`config.mk`:
```
export PLATFORM = sky130hd
export DESIGN_NAME = gpio_mask_port
export DESIGN_NICKNAME = d
export VERILOG_FILES = /design/src/rtl/gpio_mask_pkg.sv /design/src/rtl/gpio_mask_decode.sv /design/src/rtl/gpio_mask_half_reg.sv /design/src/rtl/gpio_mask_sync.sv /design/src/rtl/gpio_mask_port.sv
export SDC_FILE = /design/constraint.sdc
export NUM_CORES = 1
export LEC_CHECK = 0
export ABC_CLOCK_PERIOD_IN_PS = 2600
export BUFFER_PORTS_ARGS = -buffer_cell sky130_fd_sc_hd__clkbuf_2
export CAP_MARGIN = 25
export CORE_ASPECT_RATIO = 2
export CORE_MARGIN = 2
export CORE_UTILIZATION = 55
export DETAILED_ROUTE_END_ITERATION = 6
export PLACE_DENSITY = 0.83
export SKIP_LAST_GASP = 1
export SLEW_MARGIN = 20
export SYNTH_ARGS = -nofsm -noshare
export SYNTH_HDL_FRONTEND = slang
export SYNTH_HIERARCHICAL = 1
export SYNTH_SLANG_ARGS = --single-unit
```
`constraint.sdc`:
```
create_clock -name clk -period 2.6 [get_ports clk]
set_clock_uncertainty 0.05 [all_clocks]
set_input_delay 0.26 -clock clk [delete_from_list [all_inputs] [get_ports clk]]
set_output_delay 0.26 -clock clk [all_outputs]
set_load 0.05 [all_outputs]
```
`src/rtl/gpio_mask_pkg.sv`:
```
package gpio_mask_pkg;

   // byte offsets of the register windows
   localparam int unsigned OFS_DOUT    = 'h00;
   localparam int unsigned OFS_DIR     = 'h08;
   localparam int unsigned OFS_EXT     = 'h70;
   localparam int unsigned OFS_VER     = 'h78;
   localparam int unsigned OFS_HI_STEP = 'h04;

   // number of read/write control registers (level, direction)
   localparam int unsigned NUM_CTRL = 2;
   localparam int unsigned NUM_HALF = 2;

   typedef enum logic [2:0] {
      RGN_NONE    = 3'd0,
      RGN_DOUT_LO = 3'd1,
      RGN_DOUT_HI = 3'd2,
      RGN_DIR_LO  = 3'd3,
      RGN_DIR_HI  = 3'd4,
      RGN_EXT     = 3'd5,
      RGN_VER     = 3'd6
   } region_e;

   // region owned by control register r, half h
   function automatic region_e half_region(int unsigned r, int unsigned h);
      region_e res;
      if (r == 0) res = (h == 0) ? RGN_DOUT_LO : RGN_DOUT_HI;
      else        res = (h == 0) ? RGN_DIR_LO  : RGN_DIR_HI;
      return res;
   endfunction

endpackage

```
`src/rtl/gpio_mask_decode.sv`:
```
module gpio_mask_decode
   import gpio_mask_pkg::*;
#(
   parameter int unsigned ADDR_W = 8
) (
   input  logic [ADDR_W-1:0] addr,
   output region_e           region
);

   localparam logic [ADDR_W-1:0] A_DOUT_LO = ADDR_W'(OFS_DOUT);
   localparam logic [ADDR_W-1:0] A_DOUT_HI = ADDR_W'(OFS_DOUT + OFS_HI_STEP);
   localparam logic [ADDR_W-1:0] A_DIR_LO  = ADDR_W'(OFS_DIR);
   localparam logic [ADDR_W-1:0] A_DIR_HI  = ADDR_W'(OFS_DIR + OFS_HI_STEP);
   localparam logic [ADDR_W-1:0] A_EXT     = ADDR_W'(OFS_EXT);
   localparam logic [ADDR_W-1:0] A_VER     = ADDR_W'(OFS_VER);

   always_comb begin
      region = RGN_NONE;
      if      (addr == A_DOUT_LO) region = RGN_DOUT_LO;
      else if (addr == A_DOUT_HI) region = RGN_DOUT_HI;
      else if (addr == A_DIR_LO)  region = RGN_DIR_LO;
      else if (addr == A_DIR_HI)  region = RGN_DIR_HI;
      else if (addr == A_EXT)     region = RGN_EXT;
      else if (addr == A_VER)     region = RGN_VER;
   end

endmodule

```
`src/rtl/gpio_mask_half_reg.sv`:
```
module gpio_mask_half_reg #(
   parameter int unsigned HALF_W = 16
) (
   input  logic                  clk,
   input  logic                  rst_n,
   input  logic                  wr_en,
   input  logic [2*HALF_W-1:0]   wdata,
   output logic [HALF_W-1:0]     q
);

   // each bit owns its enable from the upper half of the word
   for (genvar b = 0; b < HALF_W; b++) begin : g_bit
      always_ff @(posedge clk or negedge rst_n) begin
         if (!rst_n)
            q[b] <= 1'b0;
         else if (wr_en && wdata[HALF_W+b])
            q[b] <= wdata[b];
      end
   end

endmodule

```
`src/rtl/gpio_mask_sync.sv`:
```
module gpio_mask_sync #(
   parameter int unsigned WIDTH  = 32,
   parameter int unsigned STAGES = 2
) (
   input  logic             clk,
   input  logic             rst_n,
   input  logic [WIDTH-1:0] d,
   output logic [WIDTH-1:0] q
);

   if (STAGES < 2) begin : g_bad_stages
      $error("gpio_mask_sync: STAGES must be at least 2");
   end

   logic [STAGES-1:0][WIDTH-1:0] chain;

   for (genvar s = 0; s < STAGES; s++) begin : g_stage
      if (s == 0) begin : g_first
         always_ff @(posedge clk or negedge rst_n) begin
            if (!rst_n) chain[0] <= '0;
            else        chain[0] <= d;
         end
      end else begin : g_next
         always_ff @(posedge clk or negedge rst_n) begin
            if (!rst_n) chain[s] <= '0;
            else        chain[s] <= chain[s-1];
         end
      end
   end

   assign q = chain[STAGES-1];

endmodule

```
`src/rtl/gpio_mask_port.sv`:
```
module gpio_mask_port
   import gpio_mask_pkg::*;
#(
   parameter int unsigned    HALF_W      = 16,
   parameter int unsigned    ADDR_W      = 8,
   parameter int unsigned    SYNC_STAGES = 2,
   parameter logic [31:0]    VERSION_ID  = 32'h0101_157C,
   localparam int unsigned   DATA_W      = 2 * HALF_W,
   localparam int unsigned   PIN_COUNT   = DATA_W
) (
   input  logic                 clk,
   input  logic                 rst_n,
   input  logic                 bus_valid,
   input  logic                 bus_write,
   input  logic [ADDR_W-1:0]    bus_addr,
   input  logic [DATA_W-1:0]    bus_wdata,
   output logic [DATA_W-1:0]    bus_rdata,
   input  logic [PIN_COUNT-1:0] pad_in,
   output logic [PIN_COUNT-1:0] pad_out,
   output logic [PIN_COUNT-1:0] pad_oe
);

   // elaboration-time parameter checks
   if (ADDR_W < 7) begin : g_bad_addr
      $error("gpio_mask_port: ADDR_W too small for the register windows");
   end
   if (HALF_W < 1) begin : g_bad_half
      $error("gpio_mask_port: HALF_W must be positive");
   end

   region_e region;
   logic [NUM_CTRL-1:0][NUM_HALF-1:0][HALF_W-1:0] store;
   logic [PIN_COUNT-1:0] pad_sync;
   logic [DATA_W-1:0]    rd_next;

   gpio_mask_decode #(.ADDR_W(ADDR_W)) u_decode (
      .addr   (bus_addr),
      .region (region)
   );

   for (genvar r = 0; r < NUM_CTRL; r++) begin : g_ctrl
      for (genvar h = 0; h < NUM_HALF; h++) begin : g_half
         logic wr_hit;
         assign wr_hit = bus_valid && bus_write && (region == half_region(r, h));
         gpio_mask_half_reg #(.HALF_W(HALF_W)) u_half (
            .clk   (clk),
            .rst_n (rst_n),
            .wr_en (wr_hit),
            .wdata (bus_wdata),
            .q     (store[r][h])
         );
      end
   end

   assign pad_out = store[0];
   assign pad_oe  = store[1];

   gpio_mask_sync #(.WIDTH(PIN_COUNT), .STAGES(SYNC_STAGES)) u_sync (
      .clk   (clk),
      .rst_n (rst_n),
      .d     (pad_in),
      .q     (pad_sync)
   );

   always_comb begin
      rd_next = '0;
      if (bus_valid && !bus_write) begin
         case (region)
            RGN_DOUT_LO: rd_next[HALF_W-1:0] = store[0][0];
            RGN_DOUT_HI: rd_next[HALF_W-1:0] = store[0][1];
            RGN_DIR_LO:  rd_next[HALF_W-1:0] = store[1][0];
            RGN_DIR_HI:  rd_next[HALF_W-1:0] = store[1][1];
            RGN_EXT:     rd_next             = pad_sync;
            RGN_VER:     rd_next             = DATA_W'(VERSION_ID);
            default:     rd_next             = '0;
         endcase
      end
   end

   always_ff @(posedge clk or negedge rst_n) begin
      if (!rst_n) bus_rdata <= '0;
      else        bus_rdata <= rd_next;
   end

endmodule

```
# [After elaboration in Yosys (flattened, before gate mapping)]
# Cells that the tools add are included.
# Widths: inputs -> output; s select.
[word_totals] register_bits=160 in_bits=76 out_inout_bits=96 wordCells=159
[classes] eq_ne=11 n_mux=9 n_reduce_logical=72
[ops] operator="$pmux 16 s6" n=1
[ops] operator="$logic_and 1x1->1" n=70
[ops] operator="$mux 32" n=1
[ops] operator="$pmux 16 s2" n=1
[ops] operator="$mux 3" n=6
[ops] operator="$eq 8x4->1 const B" n=2
[ops] operator="$eq 8x7->1 const B" n=2
[ops] operator="$eq 3x3->1 const B" n=3
[ops] operator="$eq 8x3->1 const B" n=1
[ops] operator="$logic_not 8->1" n=1
[ops] operator="$eq 3x2->1 const B" n=2
[ops] operator="$eq 3x1->1 const B" n=1
[ops] operator="$logic_not 1->1" n=1

# [Longest topological paths before layout]
# Gate-level depths: netlist (run 1).
[logic_depth] word_depth=10 depth_mapped=11

# [Hierarchy]
# Netlist (run 1), hierarchy kept.
[by_module_without_submodules] mod="gpio_mask_half_reg" n_inst=4 cells_each=50 area_each_um2=700.7
[by_module_without_submodules] mod="gpio_mask_sync" n_inst=1 cells_each=96 area_each_um2=1841.8
[by_module_without_submodules] mod="gpio_mask_port" n_inst=1 cells_each=168 area_each_um2=1783.0
[by_module_without_submodules] mod="gpio_mask_decode" n_inst=1 cells_each=11 area_each_um2=83.8

# [Least setup slack after synthesis (run 1)]
# OpenSTA, ideal clock, no wires.
[synth_timing] kind="input -> register" startpoint="input bus_addr[1]" endpoint="register g_ctrl[1].g_half[1].u_half.q[0]" arrival_ns=2.254 required_time_ns=2.425 slack_ns=0.171 cell_stages=10 path_buffers=4 path_cell_list="or3_4 > nor2_1 > buf_6 > buf_12 > nor3b_2 > and3_1 > buf_6 > buf_6 > nand2_1 > mux2_4"
[synth_via] elab_chain_cells=10 elab_cells_between_ends=15 classes_between="6 x eq/ne; 6 x mux; 3 x reduce/logical"
[synth_lines] element="start, declared" line_no="gpio_mask_port.sv:15" rtl="input logic [ADDR_W-1:0] bus_addr,"
[synth_lines] element="$eq 8x7->1" line_no="gpio_mask_decode.sv:24" rtl="else if (addr == A_VER) region = RGN_VER;"
[synth_lines] element="$mux 3" line_no="gpio_mask_decode.sv:24"
[synth_lines] element="$mux 3" line_no="gpio_mask_decode.sv:23" rtl="else if (addr == A_EXT) region = RGN_EXT;"
[synth_lines] element="$mux 3" line_no="gpio_mask_decode.sv:22" rtl="else if (addr == A_DIR_HI) region = RGN_DIR_HI;"
[synth_lines] element="$mux 3" line_no="gpio_mask_decode.sv:21" rtl="else if (addr == A_DIR_LO) region = RGN_DIR_LO;"
[synth_lines] element="$mux 3" line_no="gpio_mask_decode.sv:20" rtl="else if (addr == A_DOUT_HI) region = RGN_DOUT_HI;"
[synth_lines] element="$mux 3 (*)" line_no="gpio_mask_decode.sv:19" rtl="if (addr == A_DOUT_LO) region = RGN_DOUT_LO;"
[synth_lines] element="net region[2]" line_no="gpio_mask_port.sv:31" rtl="region_e region;"
[synth_lines] element="$eq 3x3->1 (*)" line_no="gpio_mask_port.sv:44" rtl="assign wr_hit = bus_valid && bus_write && (region == half_region(r, h));"
[synth_lines] element="$logic_and 1x1->1 (*)" line_no="gpio_mask_port.sv:44"
[synth_lines] element="net g_ctrl[1].g_half[1].wr_hit" line_no="gpio_mask_port.sv:43" rtl="logic wr_hit;"
[synth_lines] element="$logic_and 1x1->1 (*)" line_no="gpio_mask_half_reg.sv:16" rtl="else if (wr_en && wdata[HALF_W+b])"
[synth_lines] element="end signal, assigned by index" line_no="gpio_mask_half_reg.sv:17" rtl="q[b] <= wdata[b];"
[synth_lines] element="end, declared" line_no="gpio_mask_half_reg.sv:8" rtl="output logic [HALF_W-1:0] q"
# Mark *: on every way through the listed nets, which the timed path passes. The rest lies on a longest branch.
# A chain may end at the register's enable or synchronous reset.

# [Worst setup path after layout (run 1)]
[layout_timing] startpoint="input bus_addr[1]" endpoint="register bus_rdata[6]"
[layout_via] elab_chain_cells=10 elab_cells_between_ends=20 classes_between="11 x eq/ne; 8 x mux; 1 x reduce/logical"
[layout_lines] element="$eq 8x7->1" line_no="gpio_mask_decode.sv:24"
[layout_lines] element="$mux 3" line_no="gpio_mask_decode.sv:24"
[layout_lines] element="$mux 3" line_no="gpio_mask_decode.sv:23"
[layout_lines] element="$mux 3" line_no="gpio_mask_decode.sv:22"
[layout_lines] element="$mux 3" line_no="gpio_mask_decode.sv:21"
[layout_lines] element="$mux 3" line_no="gpio_mask_decode.sv:20"
[layout_lines] element="$mux 3 (*)" line_no="gpio_mask_decode.sv:19"
[layout_lines] element="net region[2]" line_no="gpio_mask_port.sv:31"
[layout_lines] element="$eq 3x3->1 (tied with other cells)" line_no="gpio_mask_port.sv:68" rtl="case (region)"
[layout_lines] element="$pmux 16 s6 (*)" line_no="gpio_mask_port.sv:68"
[layout_lines] element="$mux 32 (*)" line_no="gpio_mask_port.sv:67" rtl="if (bus_valid && !bus_write) begin"
[layout_lines] element="net rd_next[6]" line_no="gpio_mask_port.sv:34" rtl="logic [DATA_W-1:0] rd_next;"
[layout_lines] element="end signal, assigned" line_no="gpio_mask_port.sv:82" rtl="else bus_rdata <= rd_next;"
[layout_lines] element="end, declared" line_no="gpio_mask_port.sv:17" rtl="output logic [DATA_W-1:0] bus_rdata,"
# Marked as above.

==> results of run 1 <==
power groups by stage:
stage	logic (mW)	registers, mW	clock network, mW
4_1_cts	0.417	2.61	2.59
5_1_grt	0.446	2.62	2.70
3_5_place_dp	0.375	2.66	0
2_1_floorplan	0.111	2.75	0
6_report	0.414	2.61	2.55
3_3_place_gp	0.362	2.65	0
cell usage in the layout (no fill, tap or decap), types with 2 or more instances in the layout:
master | synthesis | routed
sky130_fd_sc_hd__inv_8 | 0 | 4
sky130_fd_sc_hd__nor3b_2 | 1 | 2
sky130_fd_sc_hd__a2bb2oi_1 | 8 | 8
sky130_fd_sc_hd__a211oi_1 | 5 | 5
sky130_fd_sc_hd__dfrtp_1 | 160 | 160
sky130_fd_sc_hd__nor3_2 | 2 | 3
sky130_fd_sc_hd__nor2_4 | 0 | 2
sky130_fd_sc_hd__bufinv_16 | 0 | 2
sky130_fd_sc_hd__mux2i_1 | 8 | 8
sky130_fd_sc_hd__clkinv_4 | 0 | 3
sky130_fd_sc_hd__a221oi_1 | 5 | 5
sky130_fd_sc_hd__clkinvlp_4 | 0 | 2
sky130_fd_sc_hd__clkbuf_2 | 1 | 170
sky130_fd_sc_hd__nor2b_1 | 4 | 3
sky130_fd_sc_hd__clkbuf_16 | 0 | 17
sky130_fd_sc_hd__nand3_1 | 2 | 2
sky130_fd_sc_hd__inv_6 | 0 | 3
sky130_fd_sc_hd__and2b_1 | 2 | 2
sky130_fd_sc_hd__mux2_4 | 46 | 46
sky130_fd_sc_hd__a221o_1 | 8 | 8
sky130_fd_sc_hd__dlygate4sd3_1 | 0 | 33
sky130_fd_sc_hd__inv_1 | 8 | 8
sky130_fd_sc_hd__a22oi_1 | 4 | 4
sky130_fd_sc_hd__a21oi_1 | 5 | 5
sky130_fd_sc_hd__mux2_2 | 26 | 26
sky130_fd_sc_hd__nand2b_1 | 2 | 2
sky130_fd_sc_hd__a31oi_1 | 2 | 2
sky130_fd_sc_hd__buf_4 | 33 | 18
sky130_fd_sc_hd__o221ai_1 | 8 | 8
sky130_fd_sc_hd__nand2_1 | 69 | 69
sky130_fd_sc_hd__and3_1 | 23 | 23
sky130_fd_sc_hd__nor2_1 | 10 | 8
stage by stage:
step                hold slack, ns  instance area, sq um
floorplan                  -0.0856                  6510
global placement             0.223                  7310
detailed placement           0.246                  7310
CTS                         0.0617                  8250
global route                0.0747                  8250
finish                      0.0686                  8250
worst max-delay path by stage:
| stage | endpoint | slack [ns] |
|---|---|---|
| 2_1_floorplan | g_ctrl[1].g_half[1].u_half/q[0] | 0.17 |
| 3_3_place_gp | g_ctrl[0].g_half[0].u_half/q[15] | 0.28 |
| 3_5_place_dp | bus_rdata[2] | 0.25 |
| 4_1_cts | bus_rdata[2] | 0.66 |
| 5_1_grt | bus_rdata[5] | 0.53 |
| 6_report | bus_rdata[6] | 0.64 |
flip-flops by register name (all words and copies together), names as in the netlist:
signal	count
u_sync/chain	32
u_sync/q	32
bus_rdata	32
g_ctrl.g_half.u_half/q	64
area by class of cell:
type                    instances  area (sq um)
well taps                     145           181
flip-flops and latches        160          4000
inverters                       8          30.0
clock inverters                14           173
multi-input cells             249          2080
clock buffers                  18           439
repair buffers                223          1350
fillers                       824          3380
cells by family after synthesis:
| group | Yosys count |
|---|---|
| simple gates | 123 |
| flops | 160 |
| buf+inv | 66 |
| xor+xnor | 1 |
| mux | 80 |
| compound gates | 45 |
per-layer routing:
metal  track usage (%)  vias to the layer above
li1                  -                     1985
met1              30.1                     2264
met2              47.2                      189
met3              6.16                       48
met4              14.0                        0
met5                 0                        -
==> reports/results.env, run 1 <==
RESULT_OF_THE_RUN='completed'
SYNTH.MUX.AREA_FRACTION_PCT=16.3
SYNTH.CELL_AREA_SQ_UM=6510
CTS_TREE='built'
SYNTH_COMPOUND_GATE_AREA_SHARE_PCT=5.67
CLOCK-SINKS=160
ROUTE.DETAILED.VIAS_PER_INST=5.49
CP_MAX_FO=19
GRT_SETUP_UNREPAIRED='false'
DP_HPWL_UM=11300
FINALSETUPTNS_NS=0
MAX-CAP-VIOLATIONS=0
FINAL-MAX-SLEW-VIOLATION-COUNT=0
START_UTIL_PCT=56.0
COMBINATIONAL_FAMILY_WITH_THE_MOST_AREA_AFTER_SYNTHESIS='multiplexers'
CELL_COUNT_AFTER_PLACEMENT=752
TIGHTESTPINTRANSITION_NS=0.733
PRE_CTS_WS_NS=0.250
MAX-SLEW-MARGIN-REL_PCT=51.1
ROUTABILITYCONGESTION=0.853
CORE_SQ_UM=11600
IO_BUFFER_COUNT=171
WORST_R2R_PATH_DEPTH=3
FINAL_NET_COUNT=735
DETAILEDROUTE.FIRSTPASSITERATIONCOUNT=5
SW_FRAC_OF_TOTAL_PCT=24.7
SETUP_WS_NS=0.637
SYN-NUM-NETS=551
ROUTE.LAYER.MET1.WL_UM=5700
CLOCK_TREE.BUFFER_DEPTH=2
TOTAL_POWER_mW=5.58
CTS_SETUP_BUFFERS=0
SYNTH-MAIN-FF-CELL='sky130_fd_sc_hd__dfrtp_1'
SYNTH-EDFF-COUNT=0
DIE_WIDTH_UM=80.9
TOTALWIRELENGTH_UM=16300
DIE_H_UM=158
HOLD_VIOL=0
CTS_ROOT_BUFFER='sky130_fd_sc_hd__clkbuf_16'
SYNTHMOSTINSTANTIATEDCELL='sky130_fd_sc_hd__dfrtp_1'
INSERTION_DELAY_NS=0.42
WHS_PATH_DEPTH=2
NUMBER_OF_ROWS_CREATED_AT_FLOORPLAN=56
DIE_AREA_SQ_UM=12800
ROUTE.MET3.WL_UM=805
NETLIST-CELL-TYPE-COUNT=35
DETAILEDROUTE.FIRSTITERATIONVIOLATIONS=217
WORST_HOLD_STARTPOINT='bus_wdata[9]'
SYNTH.TOP_CELLS.BY_COUNT='sky130_fd_sc_hd__dfrtp_1, sky130_fd_sc_hd__nand2_1, sky130_fd_sc_hd__mux2_4'
SYNTH_AREA_LEADERS='sky130_fd_sc_hd__dfrtp_1, sky130_fd_sc_hd__mux2_4, sky130_fd_sc_hd__mux2_2, sky130_fd_sc_hd__nand2_1, sky130_fd_sc_hd__buf_4'
R2R_SETUP_SLACK_NS=1.29
FLOW.AREA_GROWTH_FROM_SYNTHESIS_PCT=26.7
MET2WIRELENGTH_UM=9110
GRT.OVERFLOW.TOTAL=0
MAXCLOCKFREQUENCY_MHz=509
TIMING.CRITICAL_PATH.MAX_DELAY_FAMILY='simple AND/OR/NAND/NOR gates'
WORSTREG2REGSTART='g_ctrl[0].g_half[0].u_half/q[6]'
SERIES_OF_CELL_INSTANCES_ALONG_THE_CRITICAL_PATH='clkbuf_2 > or3_4 > nor2_4 > buf_4 > nor2b_1 > a221o_1 > and3_1'
VIAS_IN_THE_FIRST_GLOBAL_ROUTE=4789
ANT_NETS_AFTER_ROUTE=0
POSTCTSHOLDBUFS=33
SYNTH.YOSYS.WARNINGS=6
REG2REG_TO='bus_rdata[6]'
CRIT_PATH_TOP_DELAY_CELL='sky130_fd_sc_hd__nor2b_1'
YOSYSTOPAREACELL='sky130_fd_sc_hd__dfrtp_1'
PWR-SHARE-CLK_PCT=45.8
HOLD_END='g_ctrl[0].g_half[0].u_half/q[9]'
POST_SYNTH_FA_HA_MAJ_AREA_FRACTION_PCT=0
SYNTH-XOR-AREA-SHARE_PCT=0.135
FINAL_CELL_COUNT_NO_FILL=817
CP_MAX_STAGE_DELAY_NS=0.64
MIN_PERIOD_NS=1.96
SWITCHING_POWER_mW=1.38
CRIT_START='bus_addr[1]'
LAYOUT-DRIVE-GT1-SHARE_PCT=45.2
START_KIND='primary input'
PIN_COUNT_OF_THE_BIGGEST_NET_ENTERING_GLOBAL_ROUTING=71
CTS-HTREE-LEVELS=4
SYNTH.FF_LATCH_COUNT=160
SYNTH_SIMPLE_GATE_AREA_SHARE_PCT=9.17
WORST_IR_DROP_VDD_V=0.000508
TOPROUTINGLAYERUSED='met4'
GRT_PASS1_WL_UM=25300
IOS=172
WORST_EP_REQUIRED_TIME_NS=2.90
TRITONCTS.NUM_BUFFERS=17
CP-END-KIND='flip-flop'
SYNTH-SEQ-AREA-SHARE_PCT=61.5
TIMING.SETUP.CRITICAL_PATH_CLASS='in2reg'
POWER_FRAC_SEQ_PCT=46.8
CTS.REPAIR.RESIZED=0
WORST-PATH-BUF-INV=2
SETUP_VIOL=0
TIMING.FINAL.CRIT_SHARE_PCT=75.5
POWER.SHARE.COMBINATIONAL_PCT=7.4
SYNTHCELLS=475
ROUTE.VIAS.TOTAL=4486
DRT-WIRELENGTH-PER-CELL_UM=19.9
DRT_DRC_VIOLATIONS_LEFT=0
GRT_ANTENNA_BEFORE_REPAIR=0
GRTUSAGETOTAL_PCT=27.0
SYN-MEAN-INSTANCE-AREA_SQ_UM=13.7
PATH_DEPTH=7
POWER.DENSITY_CELL_AREA_nW_PER_UM2=676
ANTENNADIODECOUNT=0
SYNTH_TOP_AREA_SHARE_PCT=61.5
PATH_CLK_SLEW_NS=0.07
WORST_HOLD_PATH_TYPE='in2reg'
STATIC-LEAKAGE-POWER_nW=4.26
ARRIVAL_NS=2.27
CELL_INTERNAL_PWR_mW=4.20
UTILIZATION_PCT=70.9
SYNTH-ASYNC-RESET-RATIO_PCT=100
No activity file was read; power rests on OpenSTA's default activity.
==> run 2, diff against run 1 <==
--- a/config.mk
+++ b/config.mk
@@ -5,14 +5,14 @@
 export SDC_FILE = /design/constraint.sdc
 export NUM_CORES = 1
 export LEC_CHECK = 0
-export ABC_CLOCK_PERIOD_IN_PS = 2600
+export ABC_CLOCK_PERIOD_IN_PS = 1800
 export BUFFER_PORTS_ARGS = -buffer_cell sky130_fd_sc_hd__clkbuf_2
 export CAP_MARGIN = 25
 export CORE_ASPECT_RATIO = 2
 export CORE_MARGIN = 2
-export CORE_UTILIZATION = 55
+export CORE_UTILIZATION = 47
 export DETAILED_ROUTE_END_ITERATION = 6
-export PLACE_DENSITY = 0.83
+export PLACE_DENSITY = 0.75
 export SKIP_LAST_GASP = 1
 export SLEW_MARGIN = 20
 export SYNTH_ARGS = -nofsm -noshare
==> constraint.sdc (replaced) <==
create_clock -name clk -period 1.8 [get_ports clk]
set_clock_uncertainty 0.05 [all_clocks]
set_input_delay 0.18 -clock clk [delete_from_list [all_inputs] [get_ports clk]]
set_output_delay 0.18 -clock clk [all_outputs]
set_load 0.05 [all_outputs]
==> reports/results.env, run 2 (synthesized netlist as in run 1, its figures left out) <==
RESULT_OF_THE_RUN='completed'
WORST-PATH-BUF-INV=3
CP_MAX_FO=14
START_KIND='primary input'
TIMING.CRITICAL_PATH.MODE_CELL='sky130_fd_sc_hd__buf_12'
TOTALWIRELENGTH_UM=16500
PATH_CLK_SLEW_NS=0.07
CTS-HTREE-LEVELS=4
SETUP_VIOL=0
POWER.DENSITY_CELL_AREA_nW_PER_UM2=922
DETAILEDROUTE.FIRSTPASSITERATIONCOUNT=4
MAX-SLEW-MARGIN-REL_PCT=45.4
SETUP_WS_NS=0.0298
START_UTIL_PCT=48.2
WORST_IR_DROP_VDD_V=0.000715
DIE_WIDTH_UM=87.2
VIAS_IN_THE_FIRST_GLOBAL_ROUTE=4936
CORE_SQ_UM=13500
CLOCK_TREE.BUFFER_DEPTH=2
MAXCLOCKFREQUENCY_MHz=565
ROUTABILITYCONGESTION=0.893
CTS_TREE='built'
TIMING.FINAL.CRIT_SHARE_PCT=98.3
FILLER_CELL_COUNT=1024
STATIC-LEAKAGE-POWER_nW=4.46
FLOW.AREA_GROWTH_FROM_SYNTHESIS_PCT=35.0
CRIT_PATH_TOP_DELAY_CELL='sky130_fd_sc_hd__or3_4'
DRT_DRC_VIOLATIONS_LEFT=0
CP_MAX_STAGE_DELAY_NS=0.43
DETAILEDROUTE.FIRSTITERATIONVIOLATIONS=204
GRT_PASS1_WL_UM=25900
PRE_CTS_WS_NS=-0.421
WORST_EP_REQUIRED_TIME_NS=2.06
SERIES_OF_CELL_INSTANCES_ALONG_THE_CRITICAL_PATH='clkbuf_2 > or3_4 > nor3_4 > buf_12 > nor2b_4 > nor3b_4 > buf_12 > nand2_1 > mux2_4'
GRT_ANTENNA_BEFORE_REPAIR=0
CTS_ROOT_BUFFER='sky130_fd_sc_hd__clkbuf_16'
CP-END-KIND='flip-flop'
PIN_COUNT_OF_THE_BIGGEST_NET_ENTERING_GLOBAL_ROUTING=57
TRITONCTS.NUM_BUFFERS=17
ARRIVAL_NS=2.03
LARGEST_REGISTER_FF_COUNT=64
FINAL_CELL_COUNT_NO_FILL=857
TIMING.SETUP.CRITICAL_PATH_CLASS='in2reg'
INSERTION_DELAY_NS=0.42
WORST_HOLD_PATH_TYPE='in2reg'
ANT_NETS_AFTER_ROUTE=0
WORST_R2R_PATH_DEPTH=3
TIMING.HOLD.WS_NS=0.0200
REGMOSTFLOPS='g_ctrl.g_half.u_half/q'
TIGHTESTPINTRANSITION_NS=0.817
LAYOUT_COMMONEST_CELL='sky130_fd_sc_hd__clkbuf_2'
LAYOUT-DRIVE-GT1-SHARE_PCT=51.7
GRT.OVERFLOW.TOTAL=0
TIMING.CRITICAL_PATH.MAX_DELAY_FAMILY='simple AND/OR/NAND/NOR gates'
CELL_INTERNAL_PWR_mW=5.98
DRT-WIRELENGTH-PER-CELL_UM=19.2
PATH_DEPTH=9
HOLD_VIOL=0
FINAL-MAX-SLEW-VIOLATION-COUNT=0
WHS_PATH_DEPTH=2
IOS=172
DIE_AREA_SQ_UM=14900
POWER.SHARE.COMBINATIONAL_PCT=8.0
FINAL_NET_COUNT=765
SWITCHING_POWER_mW=2.13
DP_HPWL_UM=11400
CELL_COUNT_AFTER_PLACEMENT=780
COMMONEST_CELLS_AFTER_ROUTING_FILL_AND_TAPS_ASIDE='sky130_fd_sc_hd__clkbuf_2, sky130_fd_sc_hd__dfrtp_1, sky130_fd_sc_hd__mux2_4, sky130_fd_sc_hd__dlygate4sd3_1, sky130_fd_sc_hd__nand2_2'
FINALSETUPTNS_NS=0
GRTUSAGETOTAL_PCT=23.3
MAX-CAP-VIOLATIONS=0
POWER_FRAC_SEQ_PCT=46.6
CLOCK-SINKS=160
DIE_H_UM=170
PWR-SHARE-CLK_PCT=45.5
GRT_SETUP_UNREPAIRED='true'
ROUTE.VIAS.TOTAL=4547
ROUTE.DETAILED.VIAS_PER_INST=5.31
NUMBER_OF_ROWS_CREATED_AT_FLOORPLAN=60
ANTENNADIODECOUNT=0
IO_BUFFER_COUNT=171
SW_FRAC_OF_TOTAL_PCT=26.3
MIN_PERIOD_NS=1.77
-- run 2: layout make-up --
cell class,instances,area [sq um],area share [%]
flip-flops and latches,160,4000,45.6
multi-input cells,249,2210,25.2
repair buffers,253,1730,19.7
clock buffers,17,425,4.84
clock inverters,15,194,2.21
well taps,155,194,2.21
inverters,8,30.0,0.342
-- run 2: power by group through the flow --
stage	Clock (mW)	Combinational, mW	Sequential, mW
after floorplan	0	0.166	3.98
after global placement	0	0.553	3.84
after detailed placement	0	0.569	3.84
after CTS	3.76	0.649	3.77
after global routing	3.93	0.692	3.79
final	3.68	0.644	3.78
-- run 2: final timing paths --
check,start,to,slack (ns)
worst min-delay path,bus_wdata[13],g_ctrl[1].g_half[0].u_half/q[13],0.02
max in group asynchronous,rst_n,bus_rdata[23],0.87
min in group asynchronous,rst_n,u_sync/chain[6],0.16
worst max register to register,g_ctrl[0].g_half[0].u_half/q[12],bus_rdata[12],0.47
worst max-delay path,bus_addr[1],g_ctrl[0].g_half[0].u_half/q[5],0.03
worst min register to register,u_sync/chain[24],u_sync/q[24],0.30
-- run 2: metrics by stage --
stage	power [mW]	cell area (sq um)	utilization (%)
2_1_floorplan	4.14	6710	-
3_3_place_gp	4.39	7720	57.1
3_5_place_dp	4.41	7720	57.1
4_1_cts	8.18	8790	65.0
5_1_grt	8.41	8790	65.0
6_report	8.10	8790	65.0
-- run 2: repair_timing --
action | CTS | global route
buffers inserted | 0 | 0
endpoints found under the setup margin | 0 | 9
hold buffers | 45 | 0
resized for setup | 0 | 0
hold endpoints to repair | 206 | 0
-- run 2: per-layer routing --
metal	track usage, %	share of wire, %	vias to the layer above
li1	-	-	2047
met1	26.0	37	2294
met2	41.3	56	165
met3	4.46	3.7	41
met4	12.2	3.6	0
met5	0	0	-
==> run 3, diff against run 2 <==
--- a/config.mk
+++ b/config.mk
@@ -10,9 +10,10 @@
 export CAP_MARGIN = 25
 export CORE_ASPECT_RATIO = 2
 export CORE_MARGIN = 2
-export CORE_UTILIZATION = 47
+export CORE_UTILIZATION = 49
+export CTS_BUF_LIST = sky130_fd_sc_hd__clkbuf_4
 export DETAILED_ROUTE_END_ITERATION = 6
-export PLACE_DENSITY = 0.75
+export PLACE_DENSITY = 0.78
 export SKIP_LAST_GASP = 1
 export SLEW_MARGIN = 20
 export SYNTH_ARGS = -nofsm -noshare
==> reports/results.env, run 3 (synthesized netlist as in run 1, its figures left out) <==
MIN_PERIOD_NS=1.59
LAYOUT_COMMONEST_CELL='sky130_fd_sc_hd__clkbuf_2'
FINALSETUPTNS_NS=0
CTS-HTREE-LEVELS=4
ROUTE.LAYER.MET1.WL_UM=6040
DETAILEDROUTE.FIRSTPASSITERATIONCOUNT=5
DP_HPWL_UM=10900
ROUTABILITYCONGESTION=0.839
TRITONCTS.NUM_BUFFERS=17
PLACE_AREA_SQ_UM=7630
HOLD_VIOL=0
MAXCLOCKFREQUENCY_MHz=630
WORST_IR_DROP_VDD_V=0.000620
FINAL_CELL_AREA_SQ_UM=8600
RESULT_OF_THE_RUN='completed'
STATIC-LEAKAGE-POWER_nW=4.39
GRT.OVERFLOW.TOTAL=0
ROUTE.MET3.WL_UM=737
FLOW.AREA_GROWTH_FROM_SYNTHESIS_PCT=32.1
CORE_SQ_UM=13000
LAYOUT-DRIVE-GT1-SHARE_PCT=50.0
CLOCK-SINKS=160
CTS_ROOT_BUFFER='sky130_fd_sc_hd__clkbuf_4'
GRTUSAGETOTAL_PCT=22.9
TIMING.FINAL.CRIT_SHARE_PCT=88.1
DRT_DRC_VIOLATIONS_LEFT=0
DETAILEDROUTE.FIRSTITERATIONVIOLATIONS=279
POWER.DENSITY_CELL_AREA_nW_PER_UM2=767
GRT_SETUP_UNREPAIRED='false'
GRT_PASS1_WL_UM=25100
CTS_TREE='built'
NUMBER_OF_ROWS_CREATED_AT_FLOORPLAN=59
FINAL_NET_COUNT=785
GRT_ANTENNA_BEFORE_REPAIR=1
WORST_R2R_PATH_DEPTH=3
SETUP_VIOL=0
SERIES_OF_CELL_INSTANCES_ALONG_THE_CRITICAL_PATH='clkbuf_2 > nor3_2 > a22oi_1 > nor2_4 > buf_4 > and2b_1 > a221oi_1 > a211oi_1'
MET2WIRELENGTH_UM=8440
WORST_EP_REQUIRED_TIME_NS=2.21
VIAS_IN_THE_FIRST_GLOBAL_ROUTE=4839
CP-END-KIND='flip-flop'
DIE_H_UM=167
CRIT_PATH_TOP_DELAY_CELL='sky130_fd_sc_hd__and2b_1'
IOS=172
FINAL-MAX-SLEW-VIOLATION-COUNT=0
PIN_COUNT_OF_THE_BIGGEST_NET_ENTERING_GLOBAL_ROUTING=58
TIMING.SETUP.CRITICAL_PATH_CLASS='in2reg'
ARRIVAL_NS=2.00
TOTALWIRELENGTH_UM=15700
MAX-CAP-VIOLATIONS=0
INSERTION_DELAY_NS=0.55
ROUTE.DETAILED.VIAS_PER_INST=5.22
PATH_CLK_SLEW_NS=0.16
DRT-WIRELENGTH-PER-CELL_UM=17.9
START_UTIL_PCT=50.1
LARGEST_REGISTER_FF_COUNT=64
CP_MAX_STAGE_DELAY_NS=0.34
DIE_AREA_SQ_UM=14300
COMMONEST_CELLS_AFTER_ROUTING_FILL_AND_TAPS_ASIDE='sky130_fd_sc_hd__clkbuf_2, sky130_fd_sc_hd__dfrtp_1, sky130_fd_sc_hd__dlygate4sd3_1, sky130_fd_sc_hd__mux2_4, sky130_fd_sc_hd__nand2_2'
START_KIND='primary input'
IO_BUFFER_COUNT=171
TIGHTESTPINTRANSITION_NS=0.832
MAX-SLEW-MARGIN-REL_PCT=44.3
CP_MAX_FO=10
REGMOSTFLOPS='g_ctrl.g_half.u_half/q'
ROUTE.VIAS.TOTAL=4571
CLOCK_TREE.BUFFER_DEPTH=2
WORST_HOLD_PATH_TYPE='in2async'
ANT_NETS_AFTER_ROUTE=0
TOTAL_POWER_mW=6.59
DIE_WIDTH_UM=85.5
TOPROUTINGLAYERUSED='met4'
run 3: cell types whose count changed in the layout (fill, tap and decap cells not counted), sizes merged:
cell	before	now
bufinv	1	0
dlygate4sd3	45	67
clkinv	5	6
diode	0	1
clkinvlp	1	2
buf	38	36
inv	16	15
run 3: worst max-delay path, delay by kind of cell:
kind | cells | cell delay [ns]
simple gates | 3 | 0.89
compound gates | 3 | 0.61
buf+inv | 2 | 0.31
run 3: report_power, final:
part / switching [mW] / total [mW] / internal [mW]
registers: 0.0654 / 3.78 / 3.71
clock network: 1.49 / 2.14 / 0.648
logic: 0.393 / 0.678 / 0.285
run 3: final cells by class:
cell class / count / area (sq um)
antenna: 1 / 2.50
tap: 152 / 190
timing repair buffer: 273 / 1860
fill: 963 / 4390
clock buffer: 17 / 128
sequential: 160 / 4000
clock inverter: 15 / 171
multi-input combinational: 249 / 2210
inverter: 8 / 30.0
run 3: layer usage:
| layer | GRT usage (%) | vias up |
|---|---|---|
| li1 | - | 2087 |
| met1 | 27.6 | 2274 |
| met2 | 39.0 | 176 |
| met3 | 4.61 | 34 |
| met4 | 10.1 | 0 |
| met5 | 0 | - |
run 3: repair_timing:
item,CTS,global route
resized for setup,0,0
buffers inserted,0,0
hold endpoints to repair,256,2
hold buffers,66,1
run 3: path summary, 6_finish.rpt:
check / startpoint / end / slack (ns)
min in group clk: bus_valid / bus_rdata[11] / 0.15
hold reg to reg: u_sync/chain[11] / u_sync/q[11] / 0.31
hold / removal: rst_n / g_ctrl[0].g_half[1].u_half/q[8] / 0.11
setup reg to reg: g_ctrl[0].g_half[0].u_half/q[12] / bus_rdata[12] / 0.44
setup / recovery: bus_addr[4] / bus_rdata[9] / 0.21
max in group asynchronous: rst_n / u_sync/chain[23] / 0.36
run 3: per-stage QoR:
| stage | cells | setup WS (ns) | hold slack, ns | util [%] |
|---|---|---|---|---|
| 2_1_floorplan | 475 | -0.363 | -0.166 | - |
| 3_3_place_gp | 775 | -0.290 | -0.00251 | 58.7 |
| 3_5_place_dp | 775 | -0.347 | -0.00183 | 58.7 |
| 4_1_cts | 873 | 0.215 | 0.000329 | 66.1 |
| 5_1_grt | 875 | 0.0917 | 0.0836 | 66.2 |
| 6_report | 875 | 0.213 | 0.111 | 66.2 |
